==> config.mk <==
export PLATFORM = sky130hd
export DESIGN_NAME = agen_core
export DESIGN_NICKNAME = d
export VERILOG_FILES = /design/src/rtl/agen_pkg.sv /design/src/rtl/agen_seg_pick.sv /design/src/rtl/agen_phys_add.sv /design/src/rtl/agen_index_step.sv /design/src/rtl/agen_core.sv
export SDC_FILE = /design/constraint.sdc
export NUM_CORES = 1
export LEC_CHECK = 0
export ABC_AREA = 1
export BUFFER_PORTS_ARGS = -buffer_cell sky130_fd_sc_hd__buf_2
export CORE_MARGIN = 2
export CORE_UTILIZATION = 46
export DETAILED_ROUTE_END_ITERATION = 8
export PLACE_DENSITY = 0.84
export SYNTH_ARGS = -nofsm -noshare
export SYNTH_HDL_FRONTEND = slang
export SYNTH_SLANG_ARGS = --single-unit
==> constraint.sdc <==
create_clock -name clk -period 0.8 [get_ports clk]
set_input_delay 0.2 -clock clk [delete_from_list [all_inputs] [get_ports clk]]
set_output_delay 0.2 -clock clk [all_outputs]
set_load 0.02 [all_outputs]
==> src/rtl/agen_pkg.sv <==
package agen_pkg;
  typedef enum logic [1:0] {
    SEG_EXTRA = 2'd0,
    SEG_CODE  = 2'd1,
    SEG_STACK = 2'd2,
    SEG_DATA  = 2'd3
  } seg_id_e;

  typedef enum logic [1:0] {
    REQ_DATA   = 2'd0,
    REQ_FETCH  = 2'd1,
    REQ_STACK  = 2'd2,
    REQ_STRING = 2'd3
  } req_kind_e;

  typedef enum logic [1:0] {
    PTR_BASE  = 2'd0,
    PTR_FRAME = 2'd1,
    PTR_SRC   = 2'd2,
    PTR_DST   = 2'd3
  } ptr_sel_e;

  localparam int NUM_SEGS = 4;
endpackage

==> src/rtl/agen_seg_pick.sv <==
module agen_seg_pick
  import agen_pkg::*;
(
  input  ptr_sel_e   ptr,
  input  logic       ovr_valid,
  input  logic [1:0] ovr_seg,
  output seg_id_e    pick,
  output logic [NUM_SEGS-1:0] pick_hot
);
  always_comb begin
    if (ovr_valid)            pick = seg_id_e'(ovr_seg);
    else if (ptr == PTR_FRAME) pick = SEG_STACK;
    else                      pick = SEG_DATA;
    pick_hot = NUM_SEGS'(1) << pick;
  end
endmodule

==> src/rtl/agen_phys_add.sv <==
module agen_phys_add #(
  parameter int SEG_W     = 16,
  parameter int OFF_W     = 16,
  parameter int SEG_SHIFT = 4,
  parameter int ADDR_W    = SEG_W + SEG_SHIFT
) (
  input  logic [SEG_W-1:0]  seg,
  input  logic [OFF_W-1:0]  off,
  output logic [ADDR_W-1:0] phys
);
  function automatic logic [ADDR_W-1:0] phys_of(input logic [SEG_W-1:0] s,
                                               input logic [OFF_W-1:0] o);
    logic [ADDR_W-1:0] base;
    logic [ADDR_W-1:0] disp;
    base = ADDR_W'(s) << SEG_SHIFT;
    disp = ADDR_W'(o);
    return base + disp;
  endfunction

  assign phys = phys_of(seg, off);
endmodule

==> src/rtl/agen_index_step.sv <==
module agen_index_step #(
  parameter int IDX_W = 16
) (
  input  logic [IDX_W-1:0] cur,
  input  logic             dir_down,
  input  logic             elem_word,
  output logic [IDX_W-1:0] nxt
);
  function automatic logic [IDX_W-1:0] stepped(input logic [IDX_W-1:0] v,
                                               input logic down,
                                               input logic word);
    logic [IDX_W-1:0] amt;
    amt = word ? IDX_W'(2) : IDX_W'(1);
    return down ? (v - amt) : (v + amt);
  endfunction

  assign nxt = stepped(cur, dir_down, elem_word);
endmodule

==> src/rtl/agen_core.sv <==
module agen_core
  import agen_pkg::*;
#(
  parameter int SEG_W     = 16,
  parameter int OFF_W     = 16,
  parameter int SEG_SHIFT = 4
) (
  input  logic                         clk,
  input  logic                         rst_n,
  input  logic                         req_valid,
  input  logic [1:0]                   req_kind,
  input  logic [1:0]                   ptr_sel,
  input  logic [OFF_W-1:0]             offset,
  input  logic                         ovr_valid,
  input  logic [1:0]                   ovr_seg,
  input  logic [SEG_W-1:0]             seg_extra,
  input  logic [SEG_W-1:0]             seg_code,
  input  logic [SEG_W-1:0]             seg_stack,
  input  logic [SEG_W-1:0]             seg_data,
  input  logic [OFF_W-1:0]             ip,
  input  logic [OFF_W-1:0]             sp,
  input  logic [OFF_W-1:0]             src_idx,
  input  logic [OFF_W-1:0]             dst_idx,
  input  logic                         dir_down,
  input  logic                         elem_word,
  output logic                         addr_valid,
  output logic [SEG_W+SEG_SHIFT-1:0]   addr,
  output logic                         idx_valid,
  output logic [SEG_W+SEG_SHIFT-1:0]   dst_addr,
  output logic [OFF_W-1:0]             src_idx_next,
  output logic [OFF_W-1:0]             dst_idx_next
);
  localparam int ADDR_W  = SEG_W + SEG_SHIFT;
  localparam int NUM_PTR = 2;

  req_kind_e kind;
  ptr_sel_e  eff_ptr;
  seg_id_e   pick;
  logic [NUM_SEGS-1:0] pick_hot;
  logic [SEG_W-1:0]    seg_bank   [NUM_SEGS];
  logic [SEG_W-1:0]    seg_masked [NUM_SEGS];
  logic [SEG_W-1:0]    picked_seg;
  logic [SEG_W-1:0]    prim_seg;
  logic [OFF_W-1:0]    prim_off;
  logic [ADDR_W-1:0]   prim_phys;
  logic [ADDR_W-1:0]   dst_phys;
  logic [OFF_W-1:0]    idx_cur  [NUM_PTR];
  logic [OFF_W-1:0]    idx_nxt  [NUM_PTR];
  logic                string_req;

  assign kind       = req_kind_e'(req_kind);
  assign string_req = req_valid && (kind == REQ_STRING);
  assign eff_ptr    = (kind == REQ_STRING) ? PTR_SRC : ptr_sel_e'(ptr_sel);

  assign seg_bank[SEG_EXTRA] = seg_extra;
  assign seg_bank[SEG_CODE]  = seg_code;
  assign seg_bank[SEG_STACK] = seg_stack;
  assign seg_bank[SEG_DATA]  = seg_data;

  agen_seg_pick u_pick (
    .ptr       (eff_ptr),
    .ovr_valid (ovr_valid),
    .ovr_seg   (ovr_seg),
    .pick      (pick),
    .pick_hot  (pick_hot)
  );

  for (genvar g = 0; g < NUM_SEGS; g++) begin : g_segmask
    assign seg_masked[g] = pick_hot[g] ? seg_bank[g] : '0;
  end

  always_comb begin
    picked_seg = '0;
    for (int i = 0; i < NUM_SEGS; i++) picked_seg = picked_seg | seg_masked[i];
  end

  always_comb begin
    unique case (kind)
      REQ_FETCH:  begin prim_seg = seg_code;   prim_off = ip;      end
      REQ_STACK:  begin prim_seg = seg_stack;  prim_off = sp;      end
      REQ_STRING: begin prim_seg = picked_seg; prim_off = src_idx; end
      default:    begin prim_seg = picked_seg; prim_off = offset;  end
    endcase
  end

  agen_phys_add #(.SEG_W(SEG_W), .OFF_W(OFF_W), .SEG_SHIFT(SEG_SHIFT), .ADDR_W(ADDR_W)) u_prim_add (
    .seg  (prim_seg),
    .off  (prim_off),
    .phys (prim_phys)
  );

  agen_phys_add #(.SEG_W(SEG_W), .OFF_W(OFF_W), .SEG_SHIFT(SEG_SHIFT), .ADDR_W(ADDR_W)) u_dst_add (
    .seg  (seg_extra),
    .off  (dst_idx),
    .phys (dst_phys)
  );

  assign idx_cur[0] = src_idx;
  assign idx_cur[1] = dst_idx;

  for (genvar p = 0; p < NUM_PTR; p++) begin : g_step
    agen_index_step #(.IDX_W(OFF_W)) u_step (
      .cur       (idx_cur[p]),
      .dir_down  (dir_down),
      .elem_word (elem_word),
      .nxt       (idx_nxt[p])
    );
  end

  always_ff @(posedge clk or negedge rst_n) begin
    if (!rst_n) begin
      addr_valid   <= 1'b0;
      addr         <= '0;
      idx_valid    <= 1'b0;
      dst_addr     <= '0;
      src_idx_next <= '0;
      dst_idx_next <= '0;
    end else begin
      addr_valid <= req_valid;
      idx_valid  <= string_req;
      if (req_valid) addr <= prim_phys;
      if (string_req) begin
        dst_addr     <= dst_phys;
        src_idx_next <= idx_nxt[0];
        dst_idx_next <= idx_nxt[1];
      end
    end
  end

  // Low address bits come straight from the offset chosen in the request cycle
  assert_low_nibble_R2: assert property (@(posedge clk) disable iff (!rst_n)
    addr_valid |-> addr[SEG_SHIFT-1:0] == $past(prim_off[SEG_SHIFT-1:0]));

  assert_default_data_R3: assert property (@(posedge clk) disable iff (!rst_n)
    (req_valid && kind == REQ_DATA && !ovr_valid && ptr_sel != PTR_FRAME) |-> pick == SEG_DATA);

  assert_frame_stack_R4: assert property (@(posedge clk) disable iff (!rst_n)
    (req_valid && kind == REQ_DATA && !ovr_valid && ptr_sel == PTR_FRAME) |-> pick == SEG_STACK);

  assert_override_wins_R5: assert property (@(posedge clk) disable iff (!rst_n)
    (req_valid && ovr_valid && (kind == REQ_DATA || kind == REQ_STRING)) |-> pick == seg_id_e'(ovr_seg));

  assert_dst_nibble_R8: assert property (@(posedge clk) disable iff (!rst_n)
    idx_valid |-> dst_addr[SEG_SHIFT-1:0] == $past(dst_idx[SEG_SHIFT-1:0]));

  // Both indices move by the same amount, so their distance is kept
  assert_gap_kept_R9: assert property (@(posedge clk) disable iff (!rst_n)
    idx_valid |-> OFF_W'(src_idx_next - dst_idx_next) == $past(OFF_W'(src_idx - dst_idx)));

  assert_idle_holds_R10: assert property (@(posedge clk) disable iff (!rst_n)
    !req_valid |=> (!addr_valid && !idx_valid && $stable(addr)));
endmodule

==> results.toml, run 1 <==
[yosys]
synth_async_sr_flop_share_pct = 100
synth.distinct_cells = 47
syn_nets = 1148
netlist_instances = 930
synth_edf_count = 0
synth_ff_type = "dfrtp_1"
avgSynthCellArea_um2 = 6.98
ys_seq_area_share_pct = 28.5
synth_area_mm2 = 0.00649
ys_warn_count = 0
ys_seq_elements = 74

[run_status]
status = "stopped before the end"
error = "[ERROR GRT-0232] Routing congestion too high. Check the congestion heatmap in the GUI."
stop_stage = "global routing (5_1_grt)"

[place]
dpl.cell_count = 1502
place_area_mm2 = 0.00996
port-buffer-count = 229
place_congestion = 0.997
dp_hpwl_um = 20600
place_ws_ps = -2030

[grt]
overflow = 1602
grt_max_degree = 48
track_usage_pct = 100

[clock_network]
h-tree-depth = 3
cts.sinks = 74
cts_buffers = 9
cts_root_buffer = "clkbuf_16"
cts_buffer_depth = 2

[floorplanning]
initial_core_util_pct = 47.0
io_pins = 230
dieHeight_um = 123
num_rows = 43
dieWidth_um = 123

[timing]
grt-worst-endpoint = "addr[13]$_DFFE_PN0P_/D"
endpoint_type = "register input"
## stage by stage
stage                     utilization, %  hold slack, ps  TNS [ps]
after floorplan                        -           -95.6    -50390
after global placement              72.0             171    -78990
after detailed placement            72.0             168    -82410
after CTS                           89.9            63.3    -68330
## layer usage
layer	GRT overflow	GRT usage [%]
met1	7	85.7
met5	0	26.7
met2	1274	142
met3	11	67.4
met4	310	117
## Yosys cell counts, types with 2 or more instances
master / n / share of area (%)
nor3_1: 5 / 0.39
a21o_1: 6 / 0.69
a21oi_1: 73 / 5.6
buf_2: 7 / 0.54
xor2_1: 15 / 2.0
nand3_1: 57 / 4.4
fa_1: 4 / 1.2
inv_1: 77 / 4.5
nand4_1: 10 / 0.96
nand3b_1: 4 / 0.46
or2_2: 3 / 0.29
o21ai_1: 10 / 0.77
nand2_2: 4 / 0.39
o21ai_2: 3 / 0.40
a31oi_1: 30 / 2.9
ha_1: 58 / 11
nor4_1: 2 / 0.19
xnor2_1: 14 / 1.9
a22o_1: 2 / 0.27
a221o_1: 4 / 0.62
a22oi_1: 6 / 0.69
o21a_1: 4 / 0.46
a21boi_1: 3 / 0.35
nand2_1: 285 / 16
a41oi_1: 6 / 0.81
o21ai_0: 47 / 3.6
a221oi_1: 11 / 1.5
o31ai_1: 5 / 0.58
buf_4: 2 / 0.23
nor2_2: 3 / 0.29
o21bai_1: 6 / 0.69
inv_2: 6 / 0.35
nor2_1: 52 / 3.0
buf_1: 8 / 0.46
dfrtp_1: 74 / 29
clkbuf_1: 13 / 0.75
## kinds of logic after synthesis
logic type | after synthesis | synth area share (%)
fa+ha+maj | 62 | 12.4
flops | 74 | 28.5
buf+inv | 114 | 6.96
xor+xnor | 29 | 3.91
compound gates | 222 | 20.7
simple gates | 429 | 27.5
## timing repair
| item | 4_1_cts |
|---|---|
| pin swaps | 149 |
| hold buffers | 1 |
| resized for setup | 381 |
| cloned | 4 |
| hold endpoints to repair | 74 |
| setup buffers | 64 |
| endpoints found under the setup margin | 147 |
==> run 2: changes to the inputs <==
Settings changed: CORE_UTILIZATION 46 to 36, PLACE_DENSITY 0.84 to not set, PLACE_DENSITY_LB_ADDON set to 0.15.
Clock period 0.8 ns to 1 ns, I/O delays scaled along.
==> run 2 against run 1 <==
The flow now finishes, with violations (setup timing); synthesized cell count unchanged; area after synthesis unchanged.
==> results.toml, run 2 <==
[yosys]
synth_async_sr_flop_share_pct = 100
yosys-top-cells-count = "285 x nand2_1, 77 x inv_1, 74 x dfrtp_1"
syn_nets = 1148
synth.top_cell.area_share_pct = 28.5
ys_warn_count = 0
ys_seq_area_share_pct = 28.5
netlist_instances = 930
synth_ff_type = "dfrtp_1"
synth_edf_count = 0
synth.distinct_cells = 47
synth_most_common_cell = "nand2_1"
synth_area_leaders = "dfrtp_1 29%, nand2_1 16%, ha_1 11%, a21oi_1 5.6%, inv_1 4.5%"
ys_seq_elements = 74
yosysTopAreaCell = "dfrtp_1"
synth_area_mm2 = 0.00649
avgSynthCellArea_um2 = 6.98

[run_status]
violations = "setup timing"
status = "finished with violations"

[grt]
antenna_found_initial = 5
grt_max_degree = 47
grt_pass1_vias = 8490
track_usage_pct = 27.9
grt_pass1_wl_um = 43000
overflow = 0

[floorplanning]
io_pins = 230
fp.coreArea_mm2 = 0.0178
dieHeight_um = 138
initial_core_util_pct = 36.4
num_rows = 49
dieWidth_um = 138
die-area_mm2 = 0.0191

[worst_setup_path]
slowest_stage = "fa_2"
cp_cell_sequence = "buf_12 -> ha_4 -> nor2_4 -> nand2_2 -> nand2_4 -> nand2_4 -> inv_6 -> nand2_2 -> a41oi_2 -> ha_4 -> inv_2 -> fa_2 -> inv_2 -> nand3_2 -> nand2_4 -> a21boi_4 -> o21ai_2 -> a21oi_2 -> or2_1 -> nand3_2 -> nand2_1"
crit_path_frequent_cell = "nand2_4"
max_stage_delay_ps = 330
start_kind = "input pin"
criticalPathCategory = "in -> reg"
cp_max_fo = 7
crit_arrival_ps = 2700
cp-end-kind = "flop"
required_ps = 1240

[clock_network]
cts_root_buffer = "clkbuf_16"
cts.sinks = 74
cts_tree = "yes"
cts_buffers = 9
cts_buffer_depth = 2
path_clk_slew_ps = 70
h-tree-depth = 3
clkLatencyLatePin_ps = 350

[place]
dp_hpwl_um = 20400
dpl.cell_count = 1553
port-buffer-count = 229
place_congestion = 0.960

[timing]
relSlewSlack_pct = 75.4
slew_viol_final = 0
hold_viol_final = 0
finalSetupViolCount = 137
fin_crit_ps = 2460
min_period_over_period_pct = 246
max_freq_ghz = 0.406
setup-tns-final_ps = -47410
fin_skew_ps = 0
grt_setup_unrepaired = "true"
tightest_slew_ps = 367
setup_ws_ps = -1460

[route]
via_per_inst = 5.22
dr.first_iter.drc_count = 449
wirelength_um = 28500
vias = 8659
drc = 0
drtPass1Iterations = 5
ant_nets = 0
wl_per_cell_um = 17.2

[cells_and_area]
fin_util_pct = 72.2
syn_to_final_growth_pct = 98.3
biggestRegsByFlops = "addr: 20 flops, dst_addr: 20 flops"
final_cell_mix = "234 x nand2_1, 223 x buf_4, 142 x buf_2"
layout.nets = 1640
finalNonFillerCells = 1658
mostFrequentLayoutCell = "nand2_1"
fill_cells = 1357
drive_gt1_share_pct = 55.7

[pwr]
total_power_mw = 17.7
vdd_drop_max_mv = 1.18
leakagePower_nw = 6.35
power.density_mw_per_mm2 = 1380

[worst_hold_path]
hold_path_class = "in -> reg"

[run]
maxCapViolCount = 0
## run 2: layout make-up
type                       instances  area [um2]  area share (%)
timing repair inverter             1        6.26          0.0486
tap                              229         287            2.23
inverter                          83         395            3.07
multi-input combinational        742        5800            45.1
timing repair buffer             511        4230            32.9
clock inverter                     6        67.6           0.525
clock buffer                       9         225            1.75
sequential                        74        1850            14.4
antenna                            3        7.51          0.0583
## run 2: cells by family (layout without fill, tap and decap cells)
group	count (synthesis)	after routing	share of synthesized area, %
other	0	3	0
adders and majority gates	62	62	12.4
buffers and inverters	114	610	6.96
xor gates and xnor gates	29	29	3.91
DFF	74	74	28.5
and+or+nand+nor	429	429	27.5
AOI/OAI and AO/OA	222	222	20.7
## run 2: power by group
| group | switching [mW] | total (mW) | internal, mW |
|---|---|---|---|
| combinational | 4.92 | 10.2 | 5.24 |
| sequential | 0.534 | 4.21 | 3.68 |
| clock | 1.45 | 3.38 | 1.93 |
| total | 6.90 | 17.7 | 10.8 |
## run 2: worst max-delay path: cells and delay by family
kind	cells	cell delay, ps
adder cells (fa/ha/maj)	3	680
AO/OA/AOI/OAI	4	580
buffers and inverters	4	290
AND/OR/NAND/NOR	10	880
## run 2: per-layer routing
metal | vias to the layer above | wire, um | global-route usage (%)
met5 | - | 13 | 0
met4 | 2 | 831 | 9.88
met3 | 58 | 1670 | 5.44
li1 | 4167 | - | -
met2 | 313 | 14400 | 49.5
met1 | 4119 | 11600 | 33.6
## run 2: per-stage QoR
stage          hold slack [ps]  setup slack [ps]  instance area, um2
6_report                   110             -1460               12900
5_1_grt                    121             -1600               12900
4_1_cts                    103             -1370               12200
3_5_place_dp               223             -1910               10000
3_3_place_gp               227             -1850               10000
2_1_floorplan            -45.6             -1720                7180
## run 2: final timing paths
path,from,end,slack (ps),cells after the start
min in group asynchronous,rst_n,src_idx_next[3]$_DFFE_PN0P_,400,3
min reg2reg,addr[1]$_DFFE_PN0P_,addr[1]$_DFFE_PN0P_,500,2
min,dst_idx[3],dst_addr[3]$_DFFE_PN0P_,110,3
max in group asynchronous,rst_n,dst_addr[14]$_DFFE_PN0P_,310,3
max,req_kind[0],addr[14]$_DFFE_PN0P_,-1460,21
max reg2reg,src_idx_next[6]$_DFFE_PN0P_,src_idx_next[6]$_DFFE_PN0P_,130,4
## run 2: timing repair
action,CTS,global route
resized for setup,351,100
hold buffers,1,0
pin swaps,127,117
setup endpoints to repair,145,137
cloned,3,1
setup buffers,50,38
hold endpoints to repair,74,0
(Power assumes the default switching activity.)
==> run 3: changes to the inputs <==
Settings changed: CORE_MARGIN 2 to 1.5.
==> run 3 against run 2 <==
The run still ends with setup timing left; largest cell class unchanged; clock-buffer cell count unchanged; critical path depth down 6; maximum frequency up 2.8%; combinational power up 8%; sequential share of layout area down 0.73 points; total power up 5.2%; clock skew unchanged; non-clock buffer count up 26; register-to-register slack worse by 40 ps; clock power up 2%; critical endpoint is now addr[18]$_DFFE_PN0P_; cell count up 1.4%.
==> results.toml, run 3 (synthesis results as in run 2) <==
[run_status]
status = "finished with violations"
violations = "setup timing"

[cells_and_area]
drive_gt1_share_pct = 59.6
final_cell_mix = "227 x nand2_1, 226 x buf_4, 145 x buf_2"
biggestRegsByFlops = "addr: 20 flops, dst_addr: 20 flops"
layout.nets = 1667
final_area_mm2 = 0.0136
mostFrequentLayoutCell = "nand2_1"
finalNonFillerCells = 1681
fin_util_pct = 77.6
syn_to_final_growth_pct = 109

[grt]
antenna_found_initial = 3
track_usage_pct = 30.9
grt_pass1_wl_um = 44000
grt_pass1_vias = 8487
grt_max_degree = 53
overflow = 0

[pwr]
leakagePower_nw = 6.55
vdd_drop_max_mv = 0.915
p_int_mw = 11.1
pwr-share-comb_pct = 58.8
total_power_mw = 18.7
p_sw_mw = 7.59
power.density_mw_per_mm2 = 1380
seqPwrFrac_pct = 22.8
clock_power_share_pct = 18.4
swShare_pct = 40.7

[route]
drtPass1Iterations = 5
dr.first_iter.drc_count = 607
via_per_inst = 5.38
wl_per_cell_um = 19.5
vias = 9042
ant_nets = 0
wirelength_um = 32700
drc = 0

[worst_hold_path]
hold_path_class = "in -> reg"

[place]
place_area_mm2 = 0.0100
dp_hpwl_um = 21000
dpl.cell_count = 1554
place_ws_ps = -1880
place_congestion = 0.944
port-buffer-count = 229

[worst_setup_path]
start_kind = "input pin"
cp_top_family = "adder cells"
cp_max_fo = 4
crit_arrival_ps = 2640
cp_cell_sequence = "buf_8 -> clkinvlp_4 -> ha_4 -> buf_12 -> buf_6 -> a221oi_4 -> a41oi_2 -> ha_1 -> inv_1 -> o21bai_2 -> nand3_1 -> nand4_1 -> nand3b_1 -> nand3_1 -> nand2_1"
cp-end-kind = "flop"
required_ps = 1250
criticalPathCategory = "in -> reg"
r2r_slack_ps = 90
timing.critical_path.buf_inv = 5
slowest_stage = "ha_1"
max_stage_delay_ps = 420
crit_path_frequent_cell = "nand3_1"

[clock_network]
cts.sinks = 74
path_clk_slew_ps = 70
cts_root_buffer = "clkbuf_16"
clkLatencyLatePin_ps = 350
cts_buffer_depth = 2
cts_tree = "yes"
cts_buffers = 9
h-tree-depth = 3

[floorplanning]
die-area_mm2 = 0.0189
dieWidth_um = 137
dieHeight_um = 137
fp.coreArea_mm2 = 0.0175
initial_core_util_pct = 37.2
num_rows = 48
io_pins = 230

[timing]
min_period_over_period_pct = 239
max_freq_ghz = 0.418
hold_viol_final = 0
tightest_slew_ps = 357
fin_crit_ps = 2390
finalSetupViolCount = 146
setup-tns-final_ps = -50230
grt_setup_unrepaired = "true"
setup_ws_ps = -1390
slew_viol_final = 0
relSlewSlack_pct = 76.1
fin_skew_ps = 0
whs_ps = 114

[run]
maxCapViolCount = 0
run 3: cell count changes in the layout (fill, tap and decap cells not counted), moves of 6 or more:
cell	delta
ha_1	-8
ha_4	+8
a21oi_1	-14
nand2_2	+11
nor2_4	+6
buf_12	+8
nand2_1	-7
a21oi_2	+11
run 3: timing repair:
| action | in CTS | in global routing |
|---|---|---|
| endpoints found under the setup margin | 147 | 146 |
| setup buffers | 49 | 60 |
| resized for setup | 372 | 157 |
| pin swaps | 144 | 127 |
| hold endpoints to repair | 74 | 0 |
| hold buffers | 1 | 0 |
| cloned | 6 | 5 |
run 3: path summary, 6_finish.rpt:
kind | from | end | cells past startpoint
max | req_kind[0] | addr[18]$_DFFE_PN0P_ | 15
max reg2reg | dst_idx_next[14]$_DFFE_PN0P_ | dst_idx_next[14]$_DFFE_PN0P_ | 4
min in group asynchronous | rst_n | src_idx_next[1]$_DFFE_PN0P_ | 3
max in group asynchronous | rst_n | dst_addr[19]$_DFFE_PN0P_ | 3
min | offset[2] | addr[2]$_DFFE_PN0P_ | 3
min reg2reg | addr[2]$_DFFE_PN0P_ | addr[2]$_DFFE_PN0P_ | 2
run 3: power by group through the flow:
stage	sequential [mW]	clock, mW	combinational [mW]
2_1_floorplan	4.92	0	3.13
3_3_place_gp	4.10	0	7.08
3_5_place_dp	4.10	0	7.12
4_1_cts	4.21	3.46	9.38
5_1_grt	4.29	3.62	11.6
6_report	4.25	3.44	11.0
run 3: worst register-to-register path, delay by kind of cell, from the launching register on:
family                 cells  cell delay (ps)
AOI/OAI and AO/OA          1               50
buffers and inverters      2              260
DFF                        1              390
and+or+nand+nor            1               90
run 3: area by class of cell:
cell class / instances / area [um2]
fill: 1172 / 3920
multi-input combinational: 742 / 6080
antenna: 2 / 5.00
clock inverter: 7 / 66.3
sequential: 74 / 1850
tap: 225 / 282
timing repair inverter: 2 / 13.8
inverter: 83 / 400
timing repair buffer: 537 / 4640
clock buffer: 9 / 225
run 3: per-layer routing:
metal	track usage, %	share of wire, %	vias up
li1	-	-	4224
met1	38.1	40	4351
met2	53.3	50	386
met3	6.40	6.9	79
met4	10.6	3.3	2
met5	0	0.058	-
==> run 4: changes to the inputs <==
Settings changed: CORE_ASPECT_RATIO set to 0.8, CORE_MARGIN 1.5 to not set.
Clock period 1 ns to 2.4 ns, I/O delays scaled along.
==> run 4 against run 3 <==
The flow finishes with violations (DRC, setup timing); cell count fell by 9.8%; utilization shrank 22 points; clock-buffer cell count is the same; cell area is 29% lower; total power fell by 67%; clock power down 58%; critical path depth grew 4; combinational power fell by 73%; sequential power is 60% lower; non-clock buffer count is 162 lower; highest routed layer is now met4.
==> results.toml, run 4 (synthesis results as in run 2) <==
[run_status]
status = "finished with violations"
violations = "DRC, setup timing"

[pwr]
vdd_drop_max_mv = 0.330
power.density_mw_per_mm2 = 629
p_sw_mw = 2.48
swShare_pct = 40.7
p_int_mw = 3.61
leakagePower_nw = 5.15
pwr-share-comb_pct = 48.6
clock_power_share_pct = 23.7
seqPwrFrac_pct = 27.7

[floorplanning]
num_rows = 43
io_pins = 230
initial_core_util_pct = 37.1
die-area_mm2 = 0.0186
dieHeight_um = 122
fp.coreArea_mm2 = 0.0175
dieWidth_um = 152

[grt]
grt_max_degree = 45
track_usage_pct = 25.9
grt_pass1_wl_um = 37000
overflow = 0
antenna_found_initial = 1
grt_pass1_vias = 7104

[route]
wl_per_cell_um = 15.9
vias = 7681
wirelength_um = 24100
dr.first_iter.drc_count = 628
drc = 30
ant_nets = 0
drtPass1Iterations = 7
via_per_inst = 5.06

[clock_network]
cts_tree = "yes"
cts_buffers = 9
cts_buffer_depth = 2
path_clk_slew_ps = 70
cts.sinks = 74
cts_root_buffer = "clkbuf_16"
clkLatencyLatePin_ps = 350
h-tree-depth = 3

[timing]
max_freq_ghz = 0.363
setup-tns-final_ps = -3370
fin_crit_ps = 2750
whs_ps = 126
setup_ws_ps = -353
hold_viol_final = 0
min_period_over_period_pct = 115
relSlewSlack_pct = 69.6
slew_viol_final = 0
finalSetupViolCount = 13
tightest_slew_ps = 451
grt_setup_unrepaired = "true"
fin_skew_ps = 0

[cells_and_area]
layout.nets = 1504
biggestRegsByFlops = "addr: 20 flops, dst_addr: 20 flops"
mostFrequentLayoutCell = "nand2_1"
fin_util_pct = 55.4
final_cell_mix = "271 x nand2_1, 226 x buf_2, 135 x buf_4"
fill_cells = 1722
syn_to_final_growth_pct = 49.2
drive_gt1_share_pct = 37.3

[worst_setup_path]
start_kind = "input pin"
cp_cell_sequence = "buf_8 -> ha_4 -> nor2_4 -> nand2_2 -> nand2_4 -> nor2_4 -> buf_6 -> a221oi_4 -> a21oi_2 -> ha_1 -> a21oi_2 -> nand2_2 -> buf_4 -> nand3_2 -> nand3_4 -> buf_4 -> nand2_1 -> inv_1 -> o31ai_1"
max_stage_delay_ps = 360
slowest_stage = "ha_1"
r2r_slack_ps = 1700
worstReg2RegStart = "dst_addr[17]$_DFFE_PN0P_"
cp_top_family = "compound AO/OA/AOI/OAI gates"
crit_arrival_ps = 3010
cp_max_fo = 8
timing.critical_path.buf_inv = 5
required_ps = 2660
criticalPathCategory = "in -> reg"
cp-end-kind = "flop"
cp-startpoint = "req_kind[0]"

[place]
place_congestion = 0.961
port-buffer-count = 229
dp_hpwl_um = 19600

[run]
maxCapViolCount = 0

[worst_hold_path]
hold_path_class = "in -> async"
## run 4: what timing repair did
action / CTS / global route
hold buffers: 0 / 0
setup endpoints to repair: 12 / 13
gates resized for setup: 43 / 25
setup buffers: 6 / 11
cloned: 1 / 0
pin swaps: 33 / 29
## run 4: path summary, 6_finish.rpt
check,to,cells after the start
setup / recovery,addr[15]$_DFFE_PN0P_,19
hold / removal,dst_addr[0]$_DFFE_PN0P_,1
setup reg to reg,dst_addr[17]$_DFFE_PN0P_,2
hold reg to reg,addr[0]$_DFFE_PN0P_,2
max in group asynchronous,addr[16]$_DFFE_PN0P_,2
min in group clk,dst_addr[3]$_DFFE_PN0P_,3
## run 4: per-layer routing
metal	vias up	global-route usage, %	share of wire [%]
met1	3500	36.4	48
met5	-	0	0
met3	27	4.91	6.8
met2	268	40.3	44
li1	3886	-	-
met4	0	7.78	1.6
## run 4: final cells by class
cell class                 instances  area, um2  share of cell area [%]
multi-input combinational        742       4560                    47.1
inverter                          83        317                    3.27
timing repair inverter             1       7.51                  0.0775
antenna                            1       2.50                  0.0258
sequential                        74       1850                    19.1
timing repair buffer             375       2360                    24.4
clock inverter                     7       80.1                   0.827
tap                              225        282                    2.91
clock buffer                       9        225                    2.32
## run 4: power groups by stage
stage               logic (mW)  clock network, mW  registers (mW)
floorplan                 1.18                  0            2.05
global placement          2.68                  0            1.70
detailed placement        2.69                  0            1.71
CTS                       2.82               1.49            1.69
global route              3.23               1.56            1.72
finish                    2.96               1.44            1.69
## run 4: metrics by stage
stage                     total power [mW]  area, um2  cells  setup slack, ps
after floorplan                       3.23       6610    930             -671
after global placement                4.38       8940   1484             -776
after detailed placement              4.40       8940   1484             -820
after CTS                             6.00       9470   1507             -272
after global routing                  6.51       9690   1516             -462
final                                 6.09       9690   1517             -353
